## src/rtl/cmd_lock_pkg.sv

```systemverilog
`timescale 1ns/1ps
package cmd_lock_pkg;
    localparam int ADDR_W = 15;
    localparam int DATA_W = 8;

    localparam logic [ADDR_W-1:0] KEY_ADDR_HI = 15'h5555;
    localparam logic [ADDR_W-1:0] KEY_ADDR_LO = 15'h2AAA;
    localparam logic [DATA_W-1:0] KEY_AA      = 8'hAA;
    localparam logic [DATA_W-1:0] KEY_55      = 8'h55;
    localparam logic [DATA_W-1:0] KEY_ON      = 8'hA0;
    localparam logic [DATA_W-1:0] KEY_OFF_PRE = 8'h80;
    localparam logic [DATA_W-1:0] KEY_OFF     = 8'h20;

    typedef enum logic [2:0] {
        ST_IDLE,
        ST_K1,
        ST_K2,
        ST_OFF3,
        ST_OFF4,
        ST_OFF5,
        ST_OPEN
    } lock_state_e;

    typedef struct packed {
        logic aa_hi;
        logic k55_lo;
        logic on_hi;
        logic offpre_hi;
        logic off_hi;
    } step_hits_t;
endpackage

```

## src/rtl/cmd_step_match.sv

```systemverilog
`timescale 1ns/1ps
module cmd_step_match
    import cmd_lock_pkg::*;
(
    input  logic [ADDR_W-1:0] addr,
    input  logic [DATA_W-1:0] data,
    output step_hits_t        hits
);
    logic at_hi;
    logic at_lo;

    always_comb begin
        at_hi          = (addr == KEY_ADDR_HI);
        at_lo          = (addr == KEY_ADDR_LO);
        hits.aa_hi     = at_hi && (data == KEY_AA);
        hits.k55_lo    = at_lo && (data == KEY_55);
        hits.on_hi     = at_hi && (data == KEY_ON);
        hits.offpre_hi = at_hi && (data == KEY_OFF_PRE);
        hits.off_hi    = at_hi && (data == KEY_OFF);
    end
endmodule

```

## src/rtl/cmd_gap_timer.sv

```systemverilog
`timescale 1ns/1ps
module cmd_gap_timer #(
    parameter int WINDOW = 20000
) (
    input  logic clk,
    input  logic rst_n,
    input  logic clear,
    output logic expire
);
    localparam int CNT_W = $clog2(WINDOW + 1);
    localparam logic [CNT_W-1:0] LAST = CNT_W'(WINDOW - 1);

    logic [CNT_W-1:0] cnt_q;

    assign expire = (cnt_q == LAST);

    always_ff @(posedge clk or negedge rst_n) begin
        if (!rst_n) begin
            cnt_q <= '0;
        end else if (clear) begin
            cnt_q <= '0;
        end else if (!expire) begin
            cnt_q <= cnt_q + 1'b1;
        end
    end

    // the gap counter saturates at the last legal edge
    p_cnt_bound_r6: assert property (@(posedge clk) disable iff (!rst_n)
        cnt_q <= LAST);
    // a clear always restarts the count from zero
    p_clear_restart_r6: assert property (@(posedge clk) disable iff (!rst_n)
        clear |=> cnt_q == '0);
endmodule

```

## src/rtl/prot_flag_reg.sv

```systemverilog
`timescale 1ns/1ps
module prot_flag_reg #(
    parameter bit INIT = 1'b0
) (
    input  logic clk,
    input  logic rst_n,
    input  logic set,
    input  logic clr,
    output logic q
);
    always_ff @(posedge clk or negedge rst_n) begin
        if (!rst_n) begin
            q <= INIT;
        end else if (set) begin
            q <= 1'b1;
        end else if (clr) begin
            q <= 1'b0;
        end
    end

    // the flag moves only on a set or clear request
    p_flag_hold_r10: assert property (@(posedge clk) disable iff (!rst_n)
        (!set && !clr) |=> $stable(q));
endmodule

```

## src/rtl/cmd_lock_guard.sv

```systemverilog
`timescale 1ns/1ps
module cmd_lock_guard
    import cmd_lock_pkg::*;
#(
    parameter int WINDOW    = 20000,
    parameter bit PROT_INIT = 1'b0
) (
    input  logic              clk,
    input  logic              rst_n,
    input  logic              wr_stb,
    input  logic [ADDR_W-1:0] wr_addr,
    input  logic [DATA_W-1:0] wr_data,
    input  logic              page_commit,
    output logic              wr_permit,
    output logic              prot_on
);
    lock_state_e state_q;
    lock_state_e eff_state;
    lock_state_e nxt_state;
    lock_state_e restart_state;
    step_hits_t  hits;
    logic        expire;
    logic        set_req;
    logic        clr_req;
    logic        completes;
    logic        timer_clear;

    cmd_step_match u_match (
        .addr (wr_addr),
        .data (wr_data),
        .hits (hits)
    );

    assign timer_clear = wr_stb || (state_q == ST_IDLE);

    cmd_gap_timer #(.WINDOW(WINDOW)) u_timer (
        .clk    (clk),
        .rst_n  (rst_n),
        .clear  (timer_clear),
        .expire (expire)
    );

    prot_flag_reg #(.INIT(PROT_INIT)) u_flag (
        .clk   (clk),
        .rst_n (rst_n),
        .set   (set_req),
        .clr   (clr_req),
        .q     (prot_on)
    );

    // A commit closes the window before a same-cycle write is judged
    always_comb begin
        eff_state     = (state_q == ST_OPEN && page_commit) ? ST_IDLE : state_q;
        restart_state = hits.aa_hi ? ST_K1 : ST_IDLE;
    end

    // Next-state and sequence decode
    always_comb begin
        nxt_state = eff_state;
        set_req   = 1'b0;
        clr_req   = 1'b0;
        completes = 1'b0;
        if (wr_stb) begin
            unique case (eff_state)
                ST_IDLE: nxt_state = restart_state;
                ST_K1:   nxt_state = hits.k55_lo ? ST_K2 : restart_state;
                ST_K2: begin
                    if (hits.on_hi) begin
                        nxt_state = ST_OPEN;
                        set_req   = 1'b1;
                        completes = 1'b1;
                    end else if (hits.offpre_hi) begin
                        nxt_state = ST_OFF3;
                    end else begin
                        nxt_state = restart_state;
                    end
                end
                ST_OFF3: nxt_state = hits.aa_hi ? ST_OFF4 : ST_IDLE;
                ST_OFF4: nxt_state = hits.k55_lo ? ST_OFF5 : restart_state;
                ST_OFF5: begin
                    if (hits.off_hi) begin
                        nxt_state = ST_IDLE;
                        clr_req   = 1'b1;
                        completes = 1'b1;
                    end else begin
                        nxt_state = restart_state;
                    end
                end
                ST_OPEN: nxt_state = ST_OPEN;
                default: nxt_state = ST_IDLE;
            endcase
        end else if (eff_state != ST_IDLE && expire) begin
            nxt_state = ST_IDLE;
        end
    end

    // State register
    always_ff @(posedge clk or negedge rst_n) begin
        if (!rst_n) begin
            state_q <= ST_IDLE;
        end else begin
            state_q <= nxt_state;
        end
    end

    // Outputs
    always_comb begin
        wr_permit = wr_stb &&
                    ((eff_state == ST_OPEN) || (!prot_on && !completes));
    end

    // no permit without a strobe
    p_permit_needs_stb_r1: assert property (@(posedge clk) disable iff (!rst_n)
        wr_permit |-> wr_stb);
    // while protected, only the open window lets a write through
    p_prot_block_r4: assert property (@(posedge clk) disable iff (!rst_n)
        (prot_on && wr_permit) |-> (state_q == ST_OPEN && !page_commit));
    // the flag rises only after an A0@5555 write
    p_rise_on_key_r3: assert property (@(posedge clk) disable iff (!rst_n)
        $rose(prot_on) |-> $past(wr_stb && hits.on_hi));
    // the flag falls only after a 20@5555 write
    p_fall_on_key_r8: assert property (@(posedge clk) disable iff (!rst_n)
        $fell(prot_on) |-> $past(wr_stb && hits.off_hi));
    // a commit always closes the window
    p_commit_closes_r5: assert property (@(posedge clk) disable iff (!rst_n)
        (state_q == ST_OPEN && page_commit) |=> state_q != ST_OPEN);
    // without a strobe the flag holds
    p_flag_needs_stb_r10: assert property (@(posedge clk) disable iff (!rst_n)
        !wr_stb |=> $stable(prot_on));
endmodule

```

## config.mk

```make
export PLATFORM = sky130hd
export DESIGN_NAME = cmd_lock_guard
export DESIGN_NICKNAME = d
export VERILOG_FILES = /design/src/rtl/cmd_lock_pkg.sv /design/src/rtl/cmd_step_match.sv /design/src/rtl/cmd_gap_timer.sv /design/src/rtl/prot_flag_reg.sv /design/src/rtl/cmd_lock_guard.sv
export SDC_FILE = /design/constraint.sdc
export NUM_CORES = 1
export LEC_CHECK = 0
export BUFFER_PORTS_ARGS = -buffer_cell sky130_fd_sc_hd__buf_2
export CORE_MARGIN = 2
export CORE_UTILIZATION = 47
export DETAILED_ROUTE_END_ITERATION = 6
export HOLD_SLACK_MARGIN = 0.03
export PLACE_DENSITY = 0.79
export RECOVER_POWER = 50
export SLEW_MARGIN = 5
export SYNTH_ARGS = -nofsm -noshare
export SYNTH_HDL_FRONTEND = slang
export SYNTH_SLANG_ARGS = --single-unit
```

## constraint.sdc

```tcl
create_clock -name clk -period 1.7 [get_ports clk]
set_input_delay 0.085 -clock clk [delete_from_list [all_inputs] [get_ports clk]]
set_output_delay 0.085 -clock clk [all_outputs]
set_load 0.05 [all_outputs]
```

==> out/metrics.cfg, run 1 <==
[cells_and_area]
nFillCells = 193
nets = 218
diodes = 0
seqCellArea_um2 = 477
multi_input_area_um2 = 802
area_delta_synth_final_pct = 40.6
drive_gt1_share_pct = 40.7

[min_path]
hp-class = in2reg

[worst_setup_path]
path_cells = inv_2 > nand3_2 > or4_4 > a31oi_4 > nor2_2 > buf_6
cp.buffers_inverters = 2
required_ns = 1.62
worstPathMaxFanout = 2
cpPeakStageDelay_ns = 0.46
crit_path_end_kind = output pin
worst_path_dominant_cell_family = simple AND/OR/NAND/NOR gates
critical_path_class = reg2out
critPathSlowestCell = or4_4
cp-start-kind = flop
cp.arrival_ns = 1.76

[drt]
detail-route-antenna-nets = 0
drtIter0Drc = 46
via_per_inst = 6.11
firstDrtPassIters = 4
drc = 0
routedWlPerCell_um = 16.1
totalWireLength_um = 3530
vias = 1339

[clock_tree]
path_clk_slew_ns = 0.11
clock_path_buffers = 2
cts_made_buffers = 3
cts_tree = done
clock_sinks = 19
htree_levels = 1
clk_latency_ns = 0.31
root_buffer = clkbuf_4

[logic_synthesis]
seq_area_frac_synth_pct = 39.0
syn_nets = 164
synth_edf_count = 0
avgSynthCellArea_um2 = 8.96
syn_inst = 136
async_flop_share_pct = 100
synthFlopType = dfrtp_1
ys_ff_latch = 19
yosysUniqueCellTypes = 40
netlist_area_um2 = 1220
yosysWarningCount = 0

[timing]
max_clock_freq_mhz = 542
fin_skew_ns = 0.00541
timing.final.crit_share_pct = 108
slew_headroom_pct = 34.0
setup_slack_ns = -0.144
hold_viol_final = 0
worstMarginPinSlew_ns = 0.990
finalSetupViolations = 4
maxSlewViolCount = 0
whs_ns = 0.0303
rsz0062_at_grt = yes
finalCriticalPeriod_ns = 1.84

[grt]
grt_pass1_wl_um = 5090
track_usage_pct = 23.7
met1_usage_pct = 25.4
gr-total-overflow = 0
grt.busiest_layer = met2
grt_pass1_vias = 1244
antenna_found_initial = 0
met2_usage_pct = 43.3
grt_start_max_net_pins = 20
grt_use_met3_pct = 5.91

[die]
die_h_um = 54.9
ios = 29
fp-row-count = 18
core_area_um2 = 2480
start_util_pct = 49.2
dieArea_um2 = 3020
die_w_um = 54.9

[status]
status = finished, violations left
violations = negative setup slack

[placement]
gp_congestion = 0.878
dp_hpwl_um = 2320
port_buffers = 28

[pwr]
power_mw = 0.783
cellLeakagePower_nw = 0.713
peakVddDrop_mv = 0.550
powerDensity_nw_per_um2 = 457

[run]
cap_violations = 0

-- area by class of cell --
cell class | instances | area share, %
sequential | 19 | 27.8
clock inverter | 1 | 0.292
tap | 30 | 2.19
multi-input combinational | 107 | 46.8
clock buffer | 3 | 1.31
inverter | 6 | 1.31
timing repair buffer | 53 | 20.2
-- sequential cells by signal, summed over array words and instances (netlist names) --
signal	cells
u_flag.q	1
state_q	3
u_timer.cnt_q	15
-- through the flow --
| step | util (%) | setup WS (ns) | setup TNS [ns] | instance area (µm²) | cells |
|---|---|---|---|---|---|
| 2_1_floorplan | - | 0.0387 | 0 | 1220 | 136 |
| 3_3_place_gp | 59.8 | 0.0473 | 0 | 1480 | 204 |
| 3_5_place_dp | 59.8 | -0.0384 | -0.0384 | 1480 | 204 |
| 4_1_cts | 65.5 | -0.0710 | -0.0922 | 1620 | 217 |
| 5_1_grt | 69.1 | -0.198 | -0.553 | 1710 | 219 |
| 6_report | 69.1 | -0.144 | -0.308 | 1710 | 219 |
-- synthesized netlist by cell type, types with 3 or more instances --
master / count / share of area (%)
a21oi_1: 4 / 1.6
and4b_1: 3 / 2.5
buf_2: 3 / 1.2
dfrtp_1: 19 / 39
inv_1: 5 / 1.5
nand2_1: 12 / 3.7
nand3_1: 10 / 4.1
nand4_1: 3 / 1.5
nor2_1: 15 / 4.6
nor3_1: 5 / 2.1
nor4_1: 5 / 2.6
nor4bb_1: 4 / 3.3
o21ai_0: 5 / 2.1
or3_1: 4 / 2.1
xnor2_1: 3 / 2.2
xor2_1: 7 / 5.0
-- cell usage in the layout, fill, tap and decap left out, types with 3 or more instances in the layout --
cell type / n
o21ai_0: 5
xnor2_1: 3
buf_6: 4
nand3_1: 9
nand2_1: 11
nor3_1: 3
nor4bb_1: 4
or3_1: 4
nand4_1: 3
xor2_1: 7
clkbuf_4: 3
nor2_1: 14
inv_1: 4
buf_2: 26
a21oi_1: 3
buf_4: 21
dfrtp_1: 18
-- worst reg2reg max path: stages (launching register included) --
cell,delay (ns)
dfrtp_1,0.43
buf_6,0.14
buf_4,0.14
nand3_1,0.06
nand2_1,0.07
buf_4,0.16
nor4_2,0.41
a41oi_1,0.17
o21ai_1,0.11
-- cell families (layout without fill, tap and decap cells) --
| group | after synthesis | after routing | share of synthesized area [%] |
|---|---|---|---|
| mux | 1 | 1 | 0.821 |
| compound gates | 19 | 19 | 9.75 |
| flops | 19 | 19 | 39.0 |
| fa+ha+maj | 1 | 1 | 1.03 |
| xor+xnor | 10 | 10 | 7.19 |
| simple gates | 76 | 76 | 38.8 |
| buf+inv | 10 | 63 | 3.39 |
-- routing by layer --
metal  wire length (µm)  share of wire (%)
met5                  0                  0
met4                100                2.8
met3                221                6.3
met2               1820                 51
met1               1390                 39
-- worst paths after layout --
kind                                          startpoint                            end  slack, ns  cells after the start
setup reg to reg                    state_q[2]$_DFF_PN0_           state_q[2]$_DFF_PN0_      -0.06                      8
setup / recovery                    state_q[0]$_DFF_PN0_                      wr_permit      -0.14                      6
hold / removal                                wr_data[3]           state_q[1]$_DFF_PN0_       0.03                      2
max in group asynchronous                          rst_n           state_q[1]$_DFF_PN0_       0.60                      2
min in group asynchronous                          rst_n  u_timer.cnt_q[12]$_DFFE_PN0P_       0.43                      2
hold reg to reg            u_timer.cnt_q[11]$_DFFE_PN0P_  u_timer.cnt_q[11]$_DFFE_PN0P_       0.57                      2
-- what timing repair did --
action	CTS	global route
endpoints found under the hold margin	19	0
buffers inserted	8	2
pin swaps	7	3
endpoints found under the setup margin	4	8
gates cloned	0	0
resized for setup	12	13
hold buffers	1	0
-- power by group --
group,switching [mW],internal (mW),leakage [nW]
clock network,0.156,0.0881,0.0177
logic,0.0478,0.0393,0.431
registers,0.0000000120,0.452,0.264
(Power assumes the default switching activity.)
==> run 2, diff against run 1 <==
--- a/config.mk
+++ b/config.mk
@@ -7,10 +7,11 @@
 export LEC_CHECK = 0
 export BUFFER_PORTS_ARGS = -buffer_cell sky130_fd_sc_hd__buf_2
 export CORE_MARGIN = 2
-export CORE_UTILIZATION = 47
+export CORE_UTILIZATION = 55
+export CTS_BUF_LIST = sky130_fd_sc_hd__clkbuf_8
 export DETAILED_ROUTE_END_ITERATION = 6
 export HOLD_SLACK_MARGIN = 0.03
-export PLACE_DENSITY = 0.79
+export PLACE_DENSITY = 0.87
 export RECOVER_POWER = 50
 export SLEW_MARGIN = 5
 export SYNTH_ARGS = -nofsm -noshare
==> constraint.sdc (replaced) <==
create_clock -name clk -period 1.97 [get_ports clk]
set_input_delay 0.0985 -clock clk [delete_from_list [all_inputs] [get_ports clk]]
set_output_delay 0.0985 -clock clk [all_outputs]
set_load 0.05 [all_outputs]
==> out/metrics.cfg, run 2 (synthesis gave the netlist of run 1 again) <==
[pwr]
swShare_pct = 22.6  ; -3.4 points
seqPwrFrac_pct = 53.6  ; -4.1 points
cellLeakagePower_nw = 0.610  ; -14%
combPwrFrac_pct = 9.5  ; -1.6 points
p_clk_share_pct = 36.9  ; +5.7 points
peakVddDrop_mv = 0.627  ; +14%
powerDensity_nw_per_um2 = 493  ; +7.9%
p_int_mw = 0.563  ; -2.8%
net-switching-power_mw = 0.165  ; -19%

[timing]
whs_ns = 0.106  ; +0.0753 ns
worstMarginPinSlew_ns = 0.977  ; -0.0131 ns
finalSetupViolations = 0  ; -4
timing.final.crit_share_pct = 95.9
max_clock_freq_mhz = 529
finalCriticalPeriod_ns = 1.89
hold_viol_final = 0  ; unchanged
rsz0062_at_grt = no
fin_skew_ns = 0.00533  ; -0.0000779 ns
setup_tns_ns = 0  ; +0.308 ns
maxSlewViolCount = 0  ; unchanged
slew_headroom_pct = 34.9  ; +0.88 points

[drt]
drtIter0Drc = 45  ; -2.2%
totalWireLength_um = 2730  ; -23%
drc = 0  ; unchanged
vias = 1172  ; -12%
via_per_inst = 5.92  ; -3.2%
detail-route-antenna-nets = 0  ; unchanged
routedWlPerCell_um = 13.8  ; -15%
firstDrtPassIters = 4  ; unchanged

[grt]
grt_pass1_wl_um = 4530  ; -11%
antenna_found_initial = 0  ; unchanged
track_usage_pct = 23.4  ; -0.30 points
gr-total-overflow = 0  ; unchanged
grt_start_max_net_pins = 20  ; unchanged
grt_pass1_vias = 1087  ; -13%

[clock_tree]
cts_tree = done
clk_latency_ns = 0.26  ; -0.05 ns
cts_made_buffers = 3  ; unchanged
htree_levels = 1  ; unchanged
root_buffer = clkbuf_8
clock_path_buffers = 2  ; unchanged
clock_sinks = 19  ; unchanged
path_clk_slew_ns = 0.06  ; -0.05 ns

[cells_and_area]
final_cell_mix = buf_2 (25), dfrtp_1 (17), nor2_1 (15)
nets = 199  ; -8.7%
area_delta_synth_final_pct = 21.0
final_common_cell = buf_2
regMostFlops = u_timer.cnt_q
diodes = 0  ; unchanged
largest_register_ff_count = 15  ; unchanged
reg_top3 = u_timer.cnt_q x15, state_q x3, u_flag.q x1
drive_gt1_share_pct = 24.7  ; -16 points

[worst_setup_path]
crit_path_end_kind = output pin
cp-start-kind = flop
required_ns = 1.87  ; +0.25 ns
cp.arrival_ns = 1.79  ; +0.03 ns
critical_path_class = reg2out
worstPathMaxFanout = 4  ; +2

[die]
fp-row-count = 17  ; -1
die_h_um = 51.1  ; -7.0%
ios = 29  ; unchanged
dieArea_um2 = 2610  ; -14%
die_w_um = 51.1  ; -7.0%
core_area_um2 = 2150  ; -13%
start_util_pct = 56.7  ; +7.5 points

[run]
cap_violations = 0  ; unchanged

[min_path]
hp-class = in2reg

[placement]
port_buffers = 28  ; unchanged
dp_hpwl_um = 2100  ; -9.5%
gp_congestion = 0.955  ; +8.8%

[status]
status = complete, no violations

## run 2: changes by cell type in the layout (fill, tap and decap cells not counted), sizes merged
cell / delta
buf: -20
clkbuf: +1
## run 2: what timing repair did
action / 4_1_cts / 5_1_grt
hold endpoints to repair: 19 / 0
gates resized for setup: 2 / 2
endpoints found under the setup margin: 1 / 1
buffers inserted: 0 / 2
gates cloned: 0 / 0
hold buffers: 1 / 0
pin swaps: 0 / 1
## run 2: power by group through the flow
stage          clock [mW]  sequential, mW  combinational [mW]
2_1_floorplan           0           0.398              0.0198
3_3_place_gp            0           0.397              0.0640
3_5_place_dp            0           0.397              0.0662
4_1_cts             0.284           0.390              0.0687
5_1_grt             0.298           0.390              0.0761
6_report            0.269           0.390              0.0690
## run 2: layout make-up
type,instances,area [µm²]
Clock buffer,3,41.3
Clock inverter,1,5.00
Fill cell,177,673
Inverter,6,22.5
Multi-Input combinational cell,107,702
Sequential cell,19,478
Tap cell,28,35.0
Timing Repair Buffer,34,191
## run 2: worst max-delay path: stages (launching register included)
cell,delay [ns]
dfrtp_2,0.44
inv_2,0.10
nand3_1,0.09
or4_4,0.55
a31oi_1,0.14
nor2_1,0.06
buf_6,0.15
## run 2: path summary, 6_finish.rpt
check	startpoint	to	slack [ns]	cells after the start
max in group asynchronous	rst_n	state_q[1]$_DFF_PN0_	0.80	2
hold reg to reg	u_timer.cnt_q[14]$_DFFE_PN0P_	u_timer.cnt_q[14]$_DFFE_PN0P_	0.54	2
setup reg to reg	u_timer.cnt_q[0]$_DFFE_PN0P_	state_q[0]$_DFF_PN0_	0.20	6
min in group asynchronous	rst_n	u_timer.cnt_q[12]$_DFFE_PN0P_	0.51	2
hold / removal	wr_data[3]	state_q[1]$_DFF_PN0_	0.11	2
setup / recovery	state_q[2]$_DFF_PN0_	wr_permit	0.08	6
## run 2: metrics by stage
step                      util [%]  std cells  cell area (µm²)  total power [mW]  setup slack (ns)
after detailed placement      65.1        191             1400             0.464             0.235
final                         68.7        198             1480             0.728            0.0808
after CTS                     67.9        196             1460             0.742           0.00212
after floorplan                  -        136             1220             0.417             0.303
after global routing          68.7        198             1480             0.763            0.0146
after global placement        65.1        191             1400             0.461             0.269
## run 2: per-layer routing
metal  part of all wire (%)  vias up  track usage (%)  wire, µm
li1                       -      571                -         -
met1                     43      552             28.2      1170
met2                     50       40             37.7      1370
met3                    4.4        9             6.14       119
met4                    2.2        0             13.1        61
met5                      0        -                0         0
==> run 3, diff against run 2 <==
--- a/config.mk
+++ b/config.mk
@@ -13,6 +13,7 @@
 export HOLD_SLACK_MARGIN = 0.03
 export PLACE_DENSITY = 0.87
 export RECOVER_POWER = 50
+export SETUP_SLACK_MARGIN = 0.2
 export SLEW_MARGIN = 5
 export SYNTH_ARGS = -nofsm -noshare
 export SYNTH_HDL_FRONTEND = slang
==> out/metrics.cfg, run 3 (synthesis gave the netlist of run 1 again) <==
[placement]
dp_hpwl_um = 2100  ; unchanged
port_buffers = 28  ; unchanged
gp_congestion = 0.955  ; unchanged

[worst_setup_path]
reg2reg_from = state_q[0]$_DFF_PN0_
cp.arrival_ns = 1.66  ; -0.13 ns
worst_path_dominant_cell_family = simple AND/OR/NAND/NOR gates
ff2ff_path_depth = 5  ; -1
path_cells = inv_2 > nand3_1 > or4_4 > a31oi_1 > nor2_1 > buf_6
required_ns = 1.87  ; about the same
crit_path_end_kind = output pin
cp-start-kind = flop
critPathSlowestCell = or4_4
critical_path_class = reg2out
worstPathMaxFanout = 3  ; -1
cp.buffers_inverters = 2  ; unchanged
crit_start = state_q[0]$_DFF_PN0_
cp.depth = 6  ; unchanged
cpPeakStageDelay_ns = 0.43  ; -0.12 ns

[grt]
grt_pass1_vias = 1135  ; +4.4%
grt_pass1_wl_um = 4770  ; +5.2%
grt_start_max_net_pins = 20  ; unchanged
track_usage_pct = 24.6  ; +1.2 points
antenna_found_initial = 0  ; unchanged
gr-total-overflow = 0  ; unchanged

[die]
ios = 29  ; unchanged
fp-row-count = 17  ; unchanged
die_h_um = 51.1  ; unchanged
die_w_um = 51.1  ; unchanged
dieArea_um2 = 2610  ; unchanged
core_area_um2 = 2150  ; unchanged
start_util_pct = 56.7  ; unchanged

[drt]
detail-route-antenna-nets = 0  ; unchanged
via_per_inst = 6.05  ; +2.3%
routedWlPerCell_um = 14.9  ; +7.9%
totalWireLength_um = 3030  ; +11%
drtIter0Drc = 65  ; +44%
vias = 1235  ; +5.4%
drc = 0  ; unchanged
firstDrtPassIters = 5  ; +1

[pwr]
combPwrFrac_pct = 9.6  ; about the same
net-switching-power_mw = 0.168  ; +2.4%
peakVddDrop_mv = 0.631  ; +0.64%
seqPwrFrac_pct = 53.3  ; -0.3 points
cellLeakagePower_nw = 0.638  ; +4.5%
p_int_mw = 0.563  ; about the same
power_mw = 0.732  ; +0.56%
powerDensity_nw_per_um2 = 472  ; -4.3%
p_clk_share_pct = 37.1  ; +0.2 points
swShare_pct = 23.0  ; +0.41 points

[cells_and_area]
final_common_cell = buf_2
drive_gt1_share_pct = 30.1  ; +5.4 points
area_delta_synth_final_pct = 27.2
largest_register_ff_count = 15  ; unchanged
nFillCells = 157  ; -11%
regMostFlops = u_timer.cnt_q
nets = 205  ; +3.0%
final_cell_mix = buf_2 (25), dfrtp_1 (17), nor2_1 (15)
diodes = 0  ; unchanged
reg_top3 = u_timer.cnt_q x15, state_q x3, u_flag.q x1

[timing]
whs_ns = 0.101  ; -0.00422 ns
fin_skew_ns = 0.00394  ; -0.00139 ns
rsz0062_at_grt = yes
max_clock_freq_mhz = 570  ; +7.7%
hold_viol_final = 0  ; unchanged
finalCriticalPeriod_ns = 1.75  ; -0.135 ns
worstMarginPinSlew_ns = 1.01  ; +0.0289 ns
slew_headroom_pct = 33.0  ; -1.9 points
finalSetupViolations = 0  ; unchanged
maxSlewViolCount = 0  ; unchanged
setup_tns_ns = 0  ; unchanged
timing.final.crit_share_pct = 89.1  ; -6.8 points

[clock_tree]
htree_levels = 1  ; unchanged
path_clk_slew_ns = 0.07  ; about the same
clock_sinks = 19  ; unchanged
clock_path_buffers = 2  ; unchanged
cts_made_buffers = 3  ; unchanged
clk_latency_ns = 0.26  ; about the same
root_buffer = clkbuf_8
cts_tree = done

[status]
status = complete, no violations

[min_path]
whs_path_depth = 2  ; unchanged
hp-class = in2reg
hold_path.startpoint = wr_data[3]

[run]
cap_violations = 0  ; unchanged

run 3: per-layer routing:
| metal | GRT usage [%] | wire length [µm] | up-vias |
|---|---|---|---|
| met3 | 6.14 | 210 | 11 |
| li1 | - | - | 586 |
| met5 | 0 | 0 | - |
| met2 | 40.0 | 1520 | 69 |
| met1 | 29.8 | 1220 | 569 |
| met4 | 13.1 | 75 | 0 |
run 3: what timing repair did:
item / in CTS / in global routing
gates cloned: 0 / 0
gates resized for setup: 5 / 6
hold buffers: 1 / 0
endpoints found under the setup margin: 1 / 5
buffers inserted: 5 / 3
pin swaps: 2 / 3
endpoints found under the hold margin: 19 / 0
run 3: worst paths after layout:
| check | end | slack [ns] |
|---|---|---|
| min in group asynchronous | u_timer.cnt_q[4]$_DFFE_PN0P_ | 0.51 |
| setup / recovery | wr_permit | 0.22 |
| max in group asynchronous | state_q[2]$_DFF_PN0_ | 0.77 |
| setup reg to reg | state_q[1]$_DFF_PN0_ | 0.23 |
| hold / removal | state_q[1]$_DFF_PN0_ | 0.10 |
| hold reg to reg | u_timer.cnt_q[14]$_DFFE_PN0P_ | 0.54 |
run 3: area by class of cell:
type,instances,area (µm²),area share (%)
Sequential cell,19,478,30.8
Clock buffer,3,41.3,2.66
Clock inverter,1,5.00,0.323
Multi-Input combinational cell,107,728,47.0
Tap cell,28,35.0,2.26
Timing Repair Buffer,40,240,15.5
Inverter,6,22.5,1.45
run 3: power groups by stage:
stage / clock [mW] / sequential, mW / combinational (mW)
finish: 0.272 / 0.390 / 0.0704
detailed placement: 0 / 0.397 / 0.0662
global placement: 0 / 0.397 / 0.0640
global route: 0.297 / 0.390 / 0.0770
floorplan: 0 / 0.398 / 0.0198
CTS: 0.284 / 0.390 / 0.0696
run 3: stage by stage:
step | std cells | instance area [µm²] | setup WS (ns) | util, %
after CTS | 201 | 1500 | 0.219 | 69.8
final | 204 | 1550 | 0.215 | 72.2
after detailed placement | 191 | 1400 | 0.235 | 65.1
after global placement | 191 | 1400 | 0.269 | 65.1
after global routing | 204 | 1550 | 0.159 | 72.2
after floorplan | 136 | 1220 | 0.303 | -
run 3: worst register-to-register path, stage by stage (launching register included):
cell      delay (ns)
dfrtp_1         0.42
buf_6           0.16
nand3_1         0.10
nand2_1         0.11
or4_1           0.58
o311ai_1        0.26
